===== config.mk =====
export PLATFORM = sky130hd
export DESIGN_NAME = serial_bus_writer
export DESIGN_NICKNAME = d
export VERILOG_FILES = /design/src/rtl/sbw_pkg.sv /design/src/rtl/sbw_ctrl.sv /design/src/rtl/sbw_datapath.sv /design/src/rtl/serial_bus_writer.sv
export SDC_FILE = /design/constraint.sdc
export NUM_CORES = 1
export LEC_CHECK = 0
export ABC_AREA = 1
export ABC_CLOCK_PERIOD_IN_PS = 1700
export BUFFER_PORTS_ARGS = -buffer_cell sky130_fd_sc_hd__buf_2
export CAP_MARGIN = 20
export CORE_MARGIN = 2
export CORE_UTILIZATION = 35
export CTS_CLUSTER_SIZE = 24
export DETAILED_ROUTE_END_ITERATION = 7
export RECOVER_POWER = 50
export SLEW_MARGIN = 0
export SYNTH_ARGS = -nofsm -noshare
export SYNTH_HDL_FRONTEND = slang
export SYNTH_HIERARCHICAL = 1
export SYNTH_SLANG_ARGS = --single-unit

===== constraint.sdc =====
create_clock -name clk -period 1.7 [get_ports clk]
set_clock_uncertainty 0.2 [all_clocks]
set_input_delay 0.255 -clock clk [delete_from_list [all_inputs] [get_ports clk]]
set_output_delay 0.255 -clock clk [all_outputs]
set_load 0.03 [all_outputs]

===== src/rtl/sbw_pkg.sv =====
package sbw_pkg;
  localparam int ADDR_W = 3;
  localparam int DATA_W = 8;
  localparam int CTRL_W = 3;
  localparam int MOD_W  = 4;

  localparam logic [ADDR_W-1:0] ADR_HOLD  = 3'd0;
  localparam logic [ADDR_W-1:0] ADR_SHIFT = 3'd1;
  localparam logic [ADDR_W-1:0] ADR_LOAD  = 3'd2;
  localparam logic [ADDR_W-1:0] ADR_CTRL  = 3'd3;
  localparam logic [ADDR_W-1:0] ADR_STAT  = 3'd4;

  typedef enum logic [1:0] {PS_IDLE, PS_SHIFT, PS_LOAD} pulseState_t;

  typedef struct packed {
    logic holdWe;
    logic ctrlWe;
    logic flagSet;
    logic flagClr;
  } sbwStrobes_t;
endpackage


===== src/rtl/sbw_ctrl.sv =====
module sbw_ctrl
  import sbw_pkg::*;
#(
  parameter int PULSE_LEN = 2
) (
  input  logic              clk,
  input  logic              rstN,
  input  logic [ADDR_W-1:0] busAddr,
  input  logic              busWr,
  input  logic [DATA_W-1:0] busWrData,
  output sbwStrobes_t       strb,
  output logic              shiftClkN,
  output logic              loadN,
  output logic              busy
);
  localparam int CNT_W = (PULSE_LEN > 1) ? $clog2(PULSE_LEN) : 1;

  pulseState_t state;
  logic [CNT_W-1:0] cnt;
  logic cmdShift, cmdLoad;

  assign cmdShift = busWr && (busAddr == ADR_SHIFT);
  assign cmdLoad  = busWr && (busAddr == ADR_LOAD);
  assign busy     = (state != PS_IDLE);

  always_ff @(posedge clk) begin
    if (!rstN) begin
      state <= PS_IDLE;
      cnt   <= '0;
    end else begin
      case (state)
        PS_IDLE: begin
          if (cmdShift) begin
            state <= PS_SHIFT;
            cnt   <= CNT_W'(PULSE_LEN - 1);
          end else if (cmdLoad) begin
            state <= PS_LOAD;
            cnt   <= CNT_W'(PULSE_LEN - 1);
          end
        end
        default: begin
          if (cnt == '0) state <= PS_IDLE;
          else           cnt   <= cnt - 1'b1;
        end
      endcase
    end
  end

  assign shiftClkN = (state != PS_SHIFT);
  assign loadN     = (state != PS_LOAD);

  always_comb begin
    strb.holdWe  = busWr && (busAddr == ADR_HOLD);
    strb.ctrlWe  = busWr && (busAddr == ADR_CTRL);
    strb.flagSet = busy && (cmdShift || cmdLoad);
    strb.flagClr = busWr && (busAddr == ADR_STAT) && busWrData[1];
  end


  only_one_pulse_chk: assert property (@(posedge clk) disable iff (!rstN)
    !(!shiftClkN && !loadN));


  shift_start_chk: assert property (@(posedge clk) disable iff (!rstN)
    (!busy && cmdShift) |=> !shiftClkN);


  load_start_chk: assert property (@(posedge clk) disable iff (!rstN)
    (!busy && !cmdShift && cmdLoad) |=> !loadN);


  pulse_end_chk: assert property (@(posedge clk) disable iff (!rstN)
    (busy && cnt == '0) |=> (shiftClkN && loadN));


  no_load_in_shift_chk: assert property (@(posedge clk) disable iff (!rstN)
    (!shiftClkN && cmdLoad) |=> loadN);
endmodule


===== src/rtl/sbw_datapath.sv =====
module sbw_datapath
  import sbw_pkg::*;
(
  input  logic              clk,
  input  logic              rstN,
  input  sbwStrobes_t       strb,
  input  logic              busy,
  input  logic [ADDR_W-1:0] busAddr,
  input  logic [DATA_W-1:0] busWrData,
  output logic [DATA_W-1:0] busRdData,
  output logic              serData,
  output logic [MOD_W-1:0]  modAddr,
  output logic              timer0Gate,
  output logic              sweepTrig,
  output logic              audioEn
);
  logic [DATA_W-1:0] holdReg;
  logic [CTRL_W-1:0] ctrlReg;
  logic              collFlag;

  always_ff @(posedge clk) begin
    if (!rstN) begin
      holdReg  <= '0;
      ctrlReg  <= '0;
      collFlag <= 1'b0;
    end else begin
      if (strb.holdWe) holdReg <= busWrData;
      if (strb.ctrlWe) ctrlReg <= busWrData[CTRL_W-1:0];
      if (strb.flagSet)      collFlag <= 1'b1;
      else if (strb.flagClr) collFlag <= 1'b0;
    end
  end

  assign serData    = holdReg[0];
  assign modAddr    = holdReg[DATA_W-1 -: MOD_W];
  assign timer0Gate = ctrlReg[0];
  assign sweepTrig  = ctrlReg[1];
  assign audioEn    = ctrlReg[2];

  always_comb begin
    case (busAddr)
      ADR_HOLD: busRdData = holdReg;
      ADR_CTRL: busRdData = {{(DATA_W-CTRL_W){1'b0}}, ctrlReg};
      ADR_STAT: busRdData = {{(DATA_W-2){1'b0}}, collFlag, busy};
      default:  busRdData = '0;
    endcase
  end


  hold_write_chk: assert property (@(posedge clk) disable iff (!rstN)
    strb.holdWe |=> (serData == $past(busWrData[0])) &&
                    (modAddr == $past(busWrData[DATA_W-1 -: MOD_W])));


  ctrl_write_chk: assert property (@(posedge clk) disable iff (!rstN)
    strb.ctrlWe |=> (sweepTrig == $past(busWrData[1])));


  flag_set_chk: assert property (@(posedge clk) disable iff (!rstN)
    strb.flagSet |=> collFlag);


  hold_keep_chk: assert property (@(posedge clk) disable iff (!rstN)
    !strb.holdWe |=> $stable(holdReg));
endmodule


===== src/rtl/serial_bus_writer.sv =====
module serial_bus_writer
  import sbw_pkg::*;
#(
  parameter int PULSE_LEN = 2
) (
  input  logic        clk,
  input  logic        rstN,
  input  logic [2:0]  busAddr,
  input  logic        busWr,
  input  logic [7:0]  busWrData,
  output logic [7:0]  busRdData,
  output logic        serData,
  output logic        shiftClkN,
  output logic [3:0]  modAddr,
  output logic        loadN,
  output logic        timer0Gate,
  output logic        sweepTrig,
  output logic        audioEn
);
  sbwStrobes_t strb;
  logic busy;

  sbw_ctrl #(.PULSE_LEN(PULSE_LEN)) u_ctrl (
    .clk(clk), .rstN(rstN), .busAddr(busAddr), .busWr(busWr),
    .busWrData(busWrData), .strb(strb), .shiftClkN(shiftClkN),
    .loadN(loadN), .busy(busy)
  );

  sbw_datapath u_dp (
    .clk(clk), .rstN(rstN), .strb(strb), .busy(busy), .busAddr(busAddr),
    .busWrData(busWrData), .busRdData(busRdData), .serData(serData),
    .modAddr(modAddr), .timer0Gate(timer0Gate), .sweepTrig(sweepTrig),
    .audioEn(audioEn)
  );
endmodule


# --- Yosys cells after proc, flatten, opt, wreduce, memory -nomap -nowiden ---
# Index checks and enable logic that the tools add are counted.
# W data, S select, Z words.
classes:
  n_eq_ne: 8
  addsub: 1
  reduce_logical: 13
  mux: 11
op_table:
  columns: ["op", "n"]
  rows:
  - ["$pmux W8 S3", 1]
  - ["$mux W2", 4]
  - ["$logic_and A1 B1 Y1", 7]
  - ["$eq A3 B2 Y1 const B", 2]
  - ["$mux W1", 6]
  - ["$ne A2 B2 Y1 const B", 2]
  - ["$reduce_bool A2 Y1", 2]
  - ["$eq A3 B1 Y1 const B", 1]
  - ["$eq A3 B3 Y1 const B", 1]
  - ["$logic_not A3 Y1", 1]
  - ["$ne A3 B1 Y1 const B", 1]
  - ["$logic_not A2 Y1", 1]
  - ["$ne A2 B1 Y1 const B", 1]
  - ["$reduce_and A2 Y1", 1]
  - ["$logic_or A1 B1 Y1", 1]
  - ["$sub A1 B1 Y1 const B", 1]
word_totals:
  out_inout_bits: 18
  ff_bits: 15
  wordCells: 38

# --- Depth between registers and ports, before layout ---
# Gate-level depths: netlist of the first run.
logic_depth:
  word_depth: 5
  mapped_depth: 7
  mapped_depth_nobuf: 7

# --- By module ---
# Netlist of the first run, hierarchy kept.
by_module_without_submodules:
  columns: ["module", "cells_per_inst", "area_per_inst_um2", "seq_area_each_um2", "instances"]
  rows:
  - ["sbw_datapath", 79, 556.8, 240.2, 1]
  - ["sbw_ctrl", 31, 196.4, 60.1, 1]

# --- Worst setup path after synthesis of the first run ---
# No wires, ideal clock.
synth_path:
  path_type: "input port to output port"
  from: "input busAddr[2]"
  to: "output busRdData[3]"
  required_ns: 1.245
  t_arrival_ns: 0.901
  path_slack_ns: 0.344
  path_buffers: 0
  stages: 3
  cell_sequence: "inv_1 -> nand2_4 -> nor2_1"
synth_via:
  elab_chain_cells: 2
  elab_cells_between_ends: 4
synth_lines:
  columns: ["item", "line_no", "source"]
  rows:
  - ["start, declared", "serial_bus_writer.sv:8", "input logic [2:0] busAddr,"]
  - ["$eq A3 B3 Y1, or another cell as far along", "sbw_datapath.sv:41", "case (busAddr)"]
  - ["$pmux W8 S3 *", "sbw_datapath.sv:41", null]
  - ["end, declared", "serial_bus_writer.sv:11", "output logic [7:0] busRdData,"]
# Mark *: on every way between the ends. The rest lies on a longest branch, timed or not.

# --- Worst setup path in the final report of the first run ---
layout_path:
  from: "register u_ctrl.state[1]"
  to: "output loadN"
layout_via:
  elab_chain_cells: 1
layout_lines:
  columns: ["item", "line_no", "source"]
  rows:
  - ["start, declared", "sbw_ctrl.sv:18", "pulseState_t state;"]
  - ["start signal, assigned", "sbw_ctrl.sv:28", "state <= PS_IDLE;"]
  - ["start signal, assigned", "sbw_ctrl.sv:34", "state <= PS_SHIFT;"]
  - ["start signal, assigned", "sbw_ctrl.sv:37", "state <= PS_LOAD;"]
  - ["$ne A2 B2 Y1", "sbw_ctrl.sv:50", "assign loadN = (state != PS_LOAD);"]
  - ["end, declared", "serial_bus_writer.sv:15", "output logic loadN,"]
# Every way passes these cells.

==> reports/qor.yml, run 1 <==
synthesis:
  synth-seq-cells: 15
  ys_seq_area_frac: 0.399
  yosysWarningCount: 6
  yosysUniqueCellTypes: 20
  synth_top_area_share: 0.399
  post-synth-top-area-cell: "dfxtp_1"
  postSynthCellCount: 110
  syn_area_per_cell_um2: 6.85
  synth_area_leaders: "dfxtp_1 (40%), nor2_1 (15%), inv_1 (8.0%), o21ai_0 (7.3%), nand3_1 (6.0%)"
  synth.net_count: 124
  mappedNetlistArea_um2: 753
power:
  p_leak_nw: 0.508
  p_clk_frac: 0.299
  p_int_mw: 0.495
  power_frac_comb: 0.160
  power.switching_mw: 0.189
  sequentialPowerShare: 0.541
  switching_share: 0.276
  p_per_area_nw_per_um2: 679
  p_total_mw: 0.684
  peakVddDrop_uv: 506
cells_and_area:
  post-route-util: 0.504
  fin_area_um2: 1010
  insertedDiodeCount: 0
  layout-drive-gt1-share: 0.313
  area_delta_synth_final_pct: 33.9
  nets: 162
worst_setup_path:
  endpoint_kind: "primary output"
  required_ns: 1.24
  worstPathMaxFanout: 3
  path_class: "flip-flop to primary output"
  start_kind: "flip-flop"
  cp.arrival_ns: 1.14
sta:
  fin_hold_ws_ns: 0.0160
  maxSlewViolCount: 0
  min_period_ns: 1.60
  setup_violations: 0
  hold_viol_final: 0
  fin_crit_sh: 0.940
  tightestPinTransition_ns: 0.234
  fin_ws_ns: 0.103
  max_slew_margin: 0.843
  max_freq_mhz: 626
die:
  num_rows: 16
  initial_core_util: 0.376
  core_area_um2: 2000
  dieArea_um2: 2540
  pin_count: 32
  fp.dieW_um: 50.4
  die_h_um: 50.4
placement:
  dpl_cell_area_um2: 915
  numPortBuffers: 31
  dp_hpwl_mm: 1.27
  dpl_worst_slack_ns: 0.248
  gp_congestion: 0.760
detailed_routing:
  routedWlPerCell_um: 9.79
  drtIter0Drc: 18
  drc_errors: 0
  drt_pass1_iterations: 4
  antenna_left: 0
  viasPerCell: 4.57
  wl_mm: 1.70
  vias: 796
clock_network:
  cts_buffer_depth: 2
  cts-root-buf: "clkbuf_4"
  clock_sinks: 15
  h-tree-depth: 1
  clk_latency_ns: 0.28
  cts_tree: "yes"
  clk_pin_slew_worst_paths_ns: 0.09
  cts_buffers: 3
global_route:
  grt_pass1_vias: 676
  antenna_found_initial: 0
  overflow: 0
  grt_start_max_net_pins: 16
  grtUsageTotal: 0.146
  grt_pass1_wl_mm: 2.84
run_status:
  status: "finished clean"
flow_run:
  drv_cap: 0
hold_path:
  min_path_type: "input pin to flip-flop"
-- through the flow --
stage | cells | TNS [ns]
6_report | 174 | 0
4_1_cts | 173 | 0
5_1_grt | 174 | -0.00522
2_1_floorplan | 110 | 0
3_5_place_dp | 164 | 0
3_3_place_gp | 164 | 0
-- power groups by stage --
stage               Combinational, mW  Sequential [mW]  Clock [mW]
detailed placement             0.0995            0.378           0
CTS                             0.109            0.370       0.213
global placement               0.0984            0.378           0
global route                    0.121            0.372       0.229
finish                          0.109            0.370       0.205
floorplan                      0.0569            0.383           0
-- synth_stat cells (all sizes together) --
cell type,n
nor2,34
inv,17
dfxtp,15
o21ai,12
nand3,10
nand2,8
buf,5
nand4,4
a21oi,2
nor3,1
o21a,1
or2,1
-- metal layers --
layer  wire length, µm  GRT usage  vias to the layer above  part of all wire
met5                 0          0                        -                 0
met4                10     0.0495                        0            0.0059
met3                98     0.0565                        3             0.058
met2               790      0.232                       17              0.46
met1               804      0.179                      355              0.47
li1                  -          -                      421                 -
-- worst max-delay path, stage by stage (launching register included) --
cell     delay (ns)
dfxtp_2        0.37
inv_1          0.05
or2_2          0.26
buf_2          0.18
-- cell type report --
class	count	area, µm²
multi-input cells	73	359
clock buffers	4	26.3
well taps	27	33.8
flip-flops and latches	15	303
repair buffers	38	223
fillers	228	993
inverters	17	63.8
-- cells by family (layout without fill, tap and decap cells) --
family / after synthesis / in the layout / synth area share
compound gates: 15 / 15 / 0.103
simple gates: 58 / 58 / 0.367
flops: 15 / 15 / 0.399
buf+inv: 22 / 59 / 0.131
-- flip-flops by register name, summed over array words and instances, names as in the netlist --
register and cells:
u_ctrl/cnt 1, u_ctrl/state 2, u_dp/collFlag 1, u_dp/ctrlReg 3, u_dp/holdReg 8
-- repair_timing --
action                                  4_1_cts  5_1_grt
hold buffers                                  5        0
endpoints found under the hold margin         5        0
setup buffers                                 0        1
endpoints found under the setup margin        0        1
resized for setup                             0        5
-- cells in the final DEF, fill, tap and decap left out, types with 2 or more instances in the layout --
cell            n
nor2_1         31
buf_2          30
inv_1          16
dfxtp_1        13
o21ai_0        11
nand3_1         9
nand2_1         6
dlygate4sd3_1   5
nand4_1         4
clkbuf_4        3
buf_4           3
nor2_4          3
a21oi_1         2
dfxtp_2         2
-- worst paths after layout --
path	from	endpoint	slack, ns	depth (start not counted)
hold / removal	busWrData[0]	u_dp/holdReg[0]	0.02	3
setup / recovery	u_ctrl/state[1]	loadN	0.10	3
hold reg to reg	u_ctrl/cnt	u_ctrl/cnt	0.27	2
setup reg to reg	u_ctrl/state[0]	u_ctrl/state[1]	0.63	4
No activity file was read; power rests on OpenSTA's default activity.
==> run 2, diff against run 1 <==
--- a/config.mk
+++ b/config.mk
@@ -7,12 +7,12 @@
 export LEC_CHECK = 0
 export ABC_AREA = 1
 export ABC_CLOCK_PERIOD_IN_PS = 1700
-export BUFFER_PORTS_ARGS = -buffer_cell sky130_fd_sc_hd__buf_2
 export CAP_MARGIN = 20
 export CORE_MARGIN = 2
 export CORE_UTILIZATION = 35
 export CTS_CLUSTER_SIZE = 24
 export DETAILED_ROUTE_END_ITERATION = 7
+export DONT_BUFFER_PORTS = 1
 export RECOVER_POWER = 50
 export SLEW_MARGIN = 0
 export SYNTH_ARGS = -nofsm -noshare
==> run 2 against run 1 <==
  * Critical path depth rose by 1
  * Sequential power barely moved
  * Sequential share of layout area is 0.55 points higher
  * Worst hold slack improved by 0.055 ns
  * Setup slack got worse by 0.013 ns
  * Register-to-register slack got worse by 0.12 ns
  * Highest routed layer unchanged
==> reports/qor.yml, run 2 (synthesis gave the netlist of run 1 again) <==
run_status:
  status: "finished clean"
detailed_routing:
  drc_errors: 0
  vias: 763
  drtIter0Drc: 15
  highest_layer: "met4"
  drt_pass1_iterations: 4
  routedWlPerCell_um: 11.4
  wl_met1_um: 793
  wl_mm: 1.86
  wl_met3_um: 111
  viasPerCell: 4.68
  antenna_left: 0
  met2_length_um: 922
cells_and_area:
  insertedDiodeCount: 0
  fin_area_um2: 982
  nets: 151
  largest_reg_flops: 8
  largestRegisters: "u_dp/holdReg: 8 flops, u_dp/ctrlReg: 3 flops, u_ctrl/state: 2 flops"
  regMostFlops: "u_dp/holdReg"
  layout-drive-gt1-share: 0.110
  layout_common_cells: "nor2_1 (30), inv_1 (16), dfxtp_1 (15)"
  area_delta_synth_final_pct: 30.4
  layout_commonest_cell: "nor2_1"
placement:
  dpl_worst_slack_ns: 0.227
  dp_hpwl_mm: 1.34
  gp_congestion: 0.776
  numPortBuffers: 0
  dpl_cell_area_um2: 857
worst_setup_path:
  critPathSlowestCell: "dfxtp_1"
  endpoint_kind: "primary output"
  worstPathMaxFanout: 4
  cp.arrival_ns: 1.16
  cp_slowest_stage_delay_ns: 0.34
  cpLargestDelayFamily: "simple AND/OR/NAND/NOR gates"
  path_class: "flip-flop to primary output"
  crit_buf_inv: 1
  required_ns: 1.24
  start_kind: "flip-flop"
  path_cells: "nor2_2 > inv_1 > nand3_1 > nand3_2"
sta:
  fin_crit_sh: 0.947
  maxSlewViolCount: 0
  setup_violations: 0
  fin_ws_ns: 0.0899
  max_freq_mhz: 621
  min_period_ns: 1.61
  hold_viol_final: 0
  tightestPinTransition_ns: 0.475
  max_slew_margin: 0.683
clock_network:
  clk_latency_ns: 0.29
  clock_sinks: 15
  cts_buffer_depth: 2
  h-tree-depth: 1
  cts_tree: "yes"
  clk_pin_slew_worst_paths_ns: 0.09
  cts-root-buf: "clkbuf_4"
  cts_buffers: 3
power:
  p_int_mw: 0.493
  p_per_area_nw_per_um2: 691
  p_total_mw: 0.678
  peakVddDrop_uv: 284
  switching_share: 0.273
  power_frac_comb: 0.152
  p_leak_nw: 0.423
  p_clk_frac: 0.304
  power.switching_mw: 0.185
  sequentialPowerShare: 0.544
die:
  die_h_um: 50.4
  fp.dieW_um: 50.4
  core_area_um2: 2000
  dieArea_um2: 2540
  initial_core_util: 0.376
  pin_count: 32
  num_rows: 16
hold_path:
  min_path_type: "input pin to flip-flop"
global_route:
  grtUsageTotal: 0.166
  overflow: 0
  grt_start_max_net_pins: 16
  antenna_found_initial: 0
  grt_pass1_vias: 724
  grt_pass1_wl_mm: 3.12
flow_run:
  drv_cap: 0
==> run 2: repair_timing <==
action | in CTS | in global routing
hold buffers | 13 | 0
setup endpoints to repair | 0 | 9
gates resized for setup | 0 | 3
hold endpoints to repair | 15 | 0
buffers inserted | 0 | 0
==> run 2: final cells by class <==
type / instances / area, µm²
Sequential cell: 15 / 300
Fill cell: 227 / 1020
Tap cell: 27 / 33.8
Timing Repair Buffer: 27 / 194
Inverter: 17 / 63.8
Multi-Input combinational cell: 73 / 364
Clock buffer: 4 / 26.3
==> run 2: stage by stage <==
stage | instances | hold WS (ns) | setup TNS [ns] | util
floorplan | 110 | 0.164 | 0 | -
global placement | 146 | 0.168 | 0 | 0.428
detailed placement | 146 | 0.173 | 0 | 0.428
CTS | 163 | 0.0612 | 0 | 0.506
global route | 163 | 0.0825 | -0.00623 | 0.491
finish | 163 | 0.0710 | 0 | 0.491
==> run 2: layer usage <==
layer  global-route usage  vias to the layer above
li1                     -                      396
met3               0.0476                        4
met5                    0                        -
met4               0.0946                        0
met2                0.265                       17
met1                0.197                      346
==> run 2: worst register-to-register path, stage by stage, from the launching register on <==
cell and delay [ns]:
dfxtp_1 0.35, clkbuf_1 0.33, o21ai_0 0.15, nor2_1 0.10
==> run 2: path summary, 6_finish.rpt <==
check | start | to | slack, ns | depth (start not counted)
max | u_ctrl/state[1] | busRdData[0] | 0.09 | 4
max reg2reg | u_dp/ctrlReg[2] | u_dp/ctrlReg[2] | 0.51 | 3
min | busAddr[2] | u_dp/collFlag | 0.07 | 4
min reg2reg | u_ctrl/cnt | u_ctrl/cnt | 0.27 | 2
==> run 2: power by group through the flow <==
| stage | logic (mW) | clock network (mW) | registers (mW) |
|---|---|---|---|
| 3_5_place_dp | 0.0767 | 0 | 0.377 |
| 6_report | 0.103 | 0.206 | 0.369 |
| 3_3_place_gp | 0.0756 | 0 | 0.377 |
| 2_1_floorplan | 0.0569 | 0 | 0.383 |
| 4_1_cts | 0.108 | 0.215 | 0.369 |
| 5_1_grt | 0.114 | 0.226 | 0.371 |
==> run 3, diff against run 2 <==
--- a/config.mk
+++ b/config.mk
@@ -17,5 +17,4 @@
 export SLEW_MARGIN = 0
 export SYNTH_ARGS = -nofsm -noshare
 export SYNTH_HDL_FRONTEND = slang
-export SYNTH_HIERARCHICAL = 1
 export SYNTH_SLANG_ARGS = --single-unit
==> run 3 against run 2 <==
  * Sequential share of layout area increased by 0.48 points
  * Combinational power rose by 9%
  * Register-to-register slack improved by 0.03 ns
  * Design area decreased by 1.1%
  * Utilization down 0.073 points
  * Die area is 1.4% lower
  * Fmax grew 0.31%
  * Clock power is essentially flat
  * Via count shrank 1.0%
  * Critical path type unchanged
==> reports/qor.yml, run 3 <==
worst_setup_path:
  r2r-start: "u_ctrl.state[1]"
  worstPathMaxFanout: 4
  required_ns: 1.24
  path_class: "flip-flop to primary output"
  rr_endpoint: "u_ctrl.state[1]"
  worstRegToRegCells: 5
  start_kind: "flip-flop"
  endpoint_kind: "primary output"
  r2r_slack_ns: 0.54
  cp.arrival_ns: 1.15
placement:
  dp_hpwl_mm: 1.26
  gp_congestion: 0.811
  numPortBuffers: 0
global_route:
  grt_pass1_wl_mm: 3.04
  overflow: 0
  grtUsageTotal: 0.158
  grt_pass1_vias: 676
  antenna_found_initial: 0
  grt_start_max_net_pins: 15
cells_and_area:
  area_delta_synth_final_pct: 30.9
  largest_reg_flops: 8
  post-route-util: 0.490
  nets: 153
  largestRegisters: "u_dp.holdReg: 8 flops, u_dp.ctrlReg: 3 flops, u_ctrl.state: 2 flops"
  layout_commonest_cell: "nand2_1"
  fillers: 210
  layout_common_cells: "nand2_1 (21), inv_1 (19), dfxtp_1 (14)"
  regMostFlops: "u_dp.holdReg"
  layout-drive-gt1-share: 0.138
  insertedDiodeCount: 0
detailed_routing:
  drc_errors: 0
  viasPerCell: 4.58
  antenna_left: 0
  wl_mm: 1.80
  drtIter0Drc: 8
  routedWlPerCell_um: 10.9
  drt_pass1_iterations: 4
  vias: 755
synthesis:
  syn_area_per_cell_um2: 6.75
  synth-seq-cells: 15
  yosysUniqueCellTypes: 16
  post-synth-top-area-cell: "dfxtp_1"
  ys_seq_area_frac: 0.405
  synth_common_cells: "nand2_1 (21), inv_1 (20), dfxtp_1 (15), nor2_1 (13), o21ai_0 (12)"
  synth_enable_flop_cells: 0
  synth_area_leaders: "dfxtp_1 (40%), nand2_1 (11%), inv_1 (10%), o21ai_0 (8.1%), a21oi_1 (6.7%)"
  synth_top_area_share: 0.405
  synth.net_count: 124
  ys.flop_type: "dfxtp_1"
  yosysWarningCount: 0
  yosysMostFrequentCell: "nand2_1"
  synthArstFlopShare: 0
  mappedNetlistArea_um2: 742
  postSynthCellCount: 110
sta:
  setup_tns_ns: 0
  max_freq_mhz: 623
  maxSlewViolCount: 0
  rsz0062_at_grt: "false"
  setup_violations: 0
  fin_hold_ws_ns: 0.0142
  min_period_ns: 1.61
  hold_viol_final: 0
  tightestPinTransition_ns: 0.458
  fin_crit_sh: 0.944
  max_slew_margin: 0.693
clock_network:
  cts-root-buf: "clkbuf_4"
  cts_tree: "yes"
  clock_sinks: 15
  cts_buffer_depth: 2
  cts_buffers: 3
  clk_pin_slew_worst_paths_ns: 0.09
  h-tree-depth: 1
  clk_latency_ns: 0.28
die:
  fp.dieW_um: 50.0
  die_h_um: 50.0
  core_area_um2: 1980
  num_rows: 16
  initial_core_util: 0.374
  dieArea_um2: 2500
  pin_count: 32
hold_path:
  holdPathStages: 3
  min_from: "busWrData[1]"
  min_path_type: "input pin to flip-flop"
  min_to: "u_dp.collFlag"
power:
  peakVddDrop_uv: 443
  p_leak_nw: 0.427
  p_per_area_nw_per_um2: 705
run_status:
  status: "finished clean"
flow_run:
  drv_cap: 0
-- run 3: final cells by class --
cell class | count | area [µm²] | area share
Clock buffer | 4 | 26.3 | 0.0271
Inverter | 20 | 75.1 | 0.0773
Multi-Input combinational cell | 69 | 322 | 0.331
Sequential cell | 15 | 302 | 0.311
Tap cell | 27 | 33.8 | 0.0348
Timing Repair Buffer | 30 | 213 | 0.219
-- run 3: metrics by stage --
stage	instance area [µm²]	instances	worst slack [ns]	total power [mW]
2_1_floorplan	742	110	0.129	0.449
3_3_place_gp	858	148	0.333	0.464
3_5_place_dp	858	148	0.325	0.465
4_1_cts	995	163	0.0354	0.698
5_1_grt	971	165	0.00443	0.731
6_report	971	165	0.0949	0.685
-- run 3: kinds of logic (layout without fill, tap and decap cells) --
family	count (synthesis)	after routing	synth area share
AND/OR/NAND/NOR	45	45	0.265
AO/OA/AOI/OAI	24	24	0.169
flip-flops	15	15	0.405
buffers and inverters	26	54	0.162
-- run 3: per-layer routing --
metal,share of wire,GRT usage
met5,0,0
met4,0.014,0.0556
met3,0.066,0.0333
met2,0.48,0.268
met1,0.44,0.195
-- run 3: critical path, stage by stage, from the launching register on --
cell and delay, ns:
dfxtp_2 0.34, nor2_2 0.14, inv_2 0.07, nand2_1 0.07, o211ai_1 0.08, buf_4 0.17
-- run 3: power by group --
part	internal, mW	total, mW	switching (mW)
Combinational	0.0431	0.112	0.0689
Clock	0.0910	0.203	0.112
Sequential	0.364	0.370	0.00620
Total	0.498	0.685	0.187
-- run 3: how the worst max path moves through the flow --
stage	endpoint	slack, ns	from	cells past startpoint
final	busRdData[0]	0.09	u_ctrl.state[1]	5
after global routing	busRdData[0]	0.004	u_ctrl.state[1]	5
after CTS	busRdData[0]	0.04	u_ctrl.state[0]	5
after detailed placement	busRdData[0]	0.33	busAddr[0]	6
after global placement	busRdData[1]	0.33	busAddr[0]	6
after floorplan	busRdData[0]	0.13	u_dp.ctrlReg[0]	2
-- run 3: timing repair --
action / CTS / global route
endpoints found under the setup margin: 0 / 1
setup buffers: 0 / 1
resized for setup: 0 / 3
hold endpoints to repair: 14 / 1
hold buffers: 11 / 1
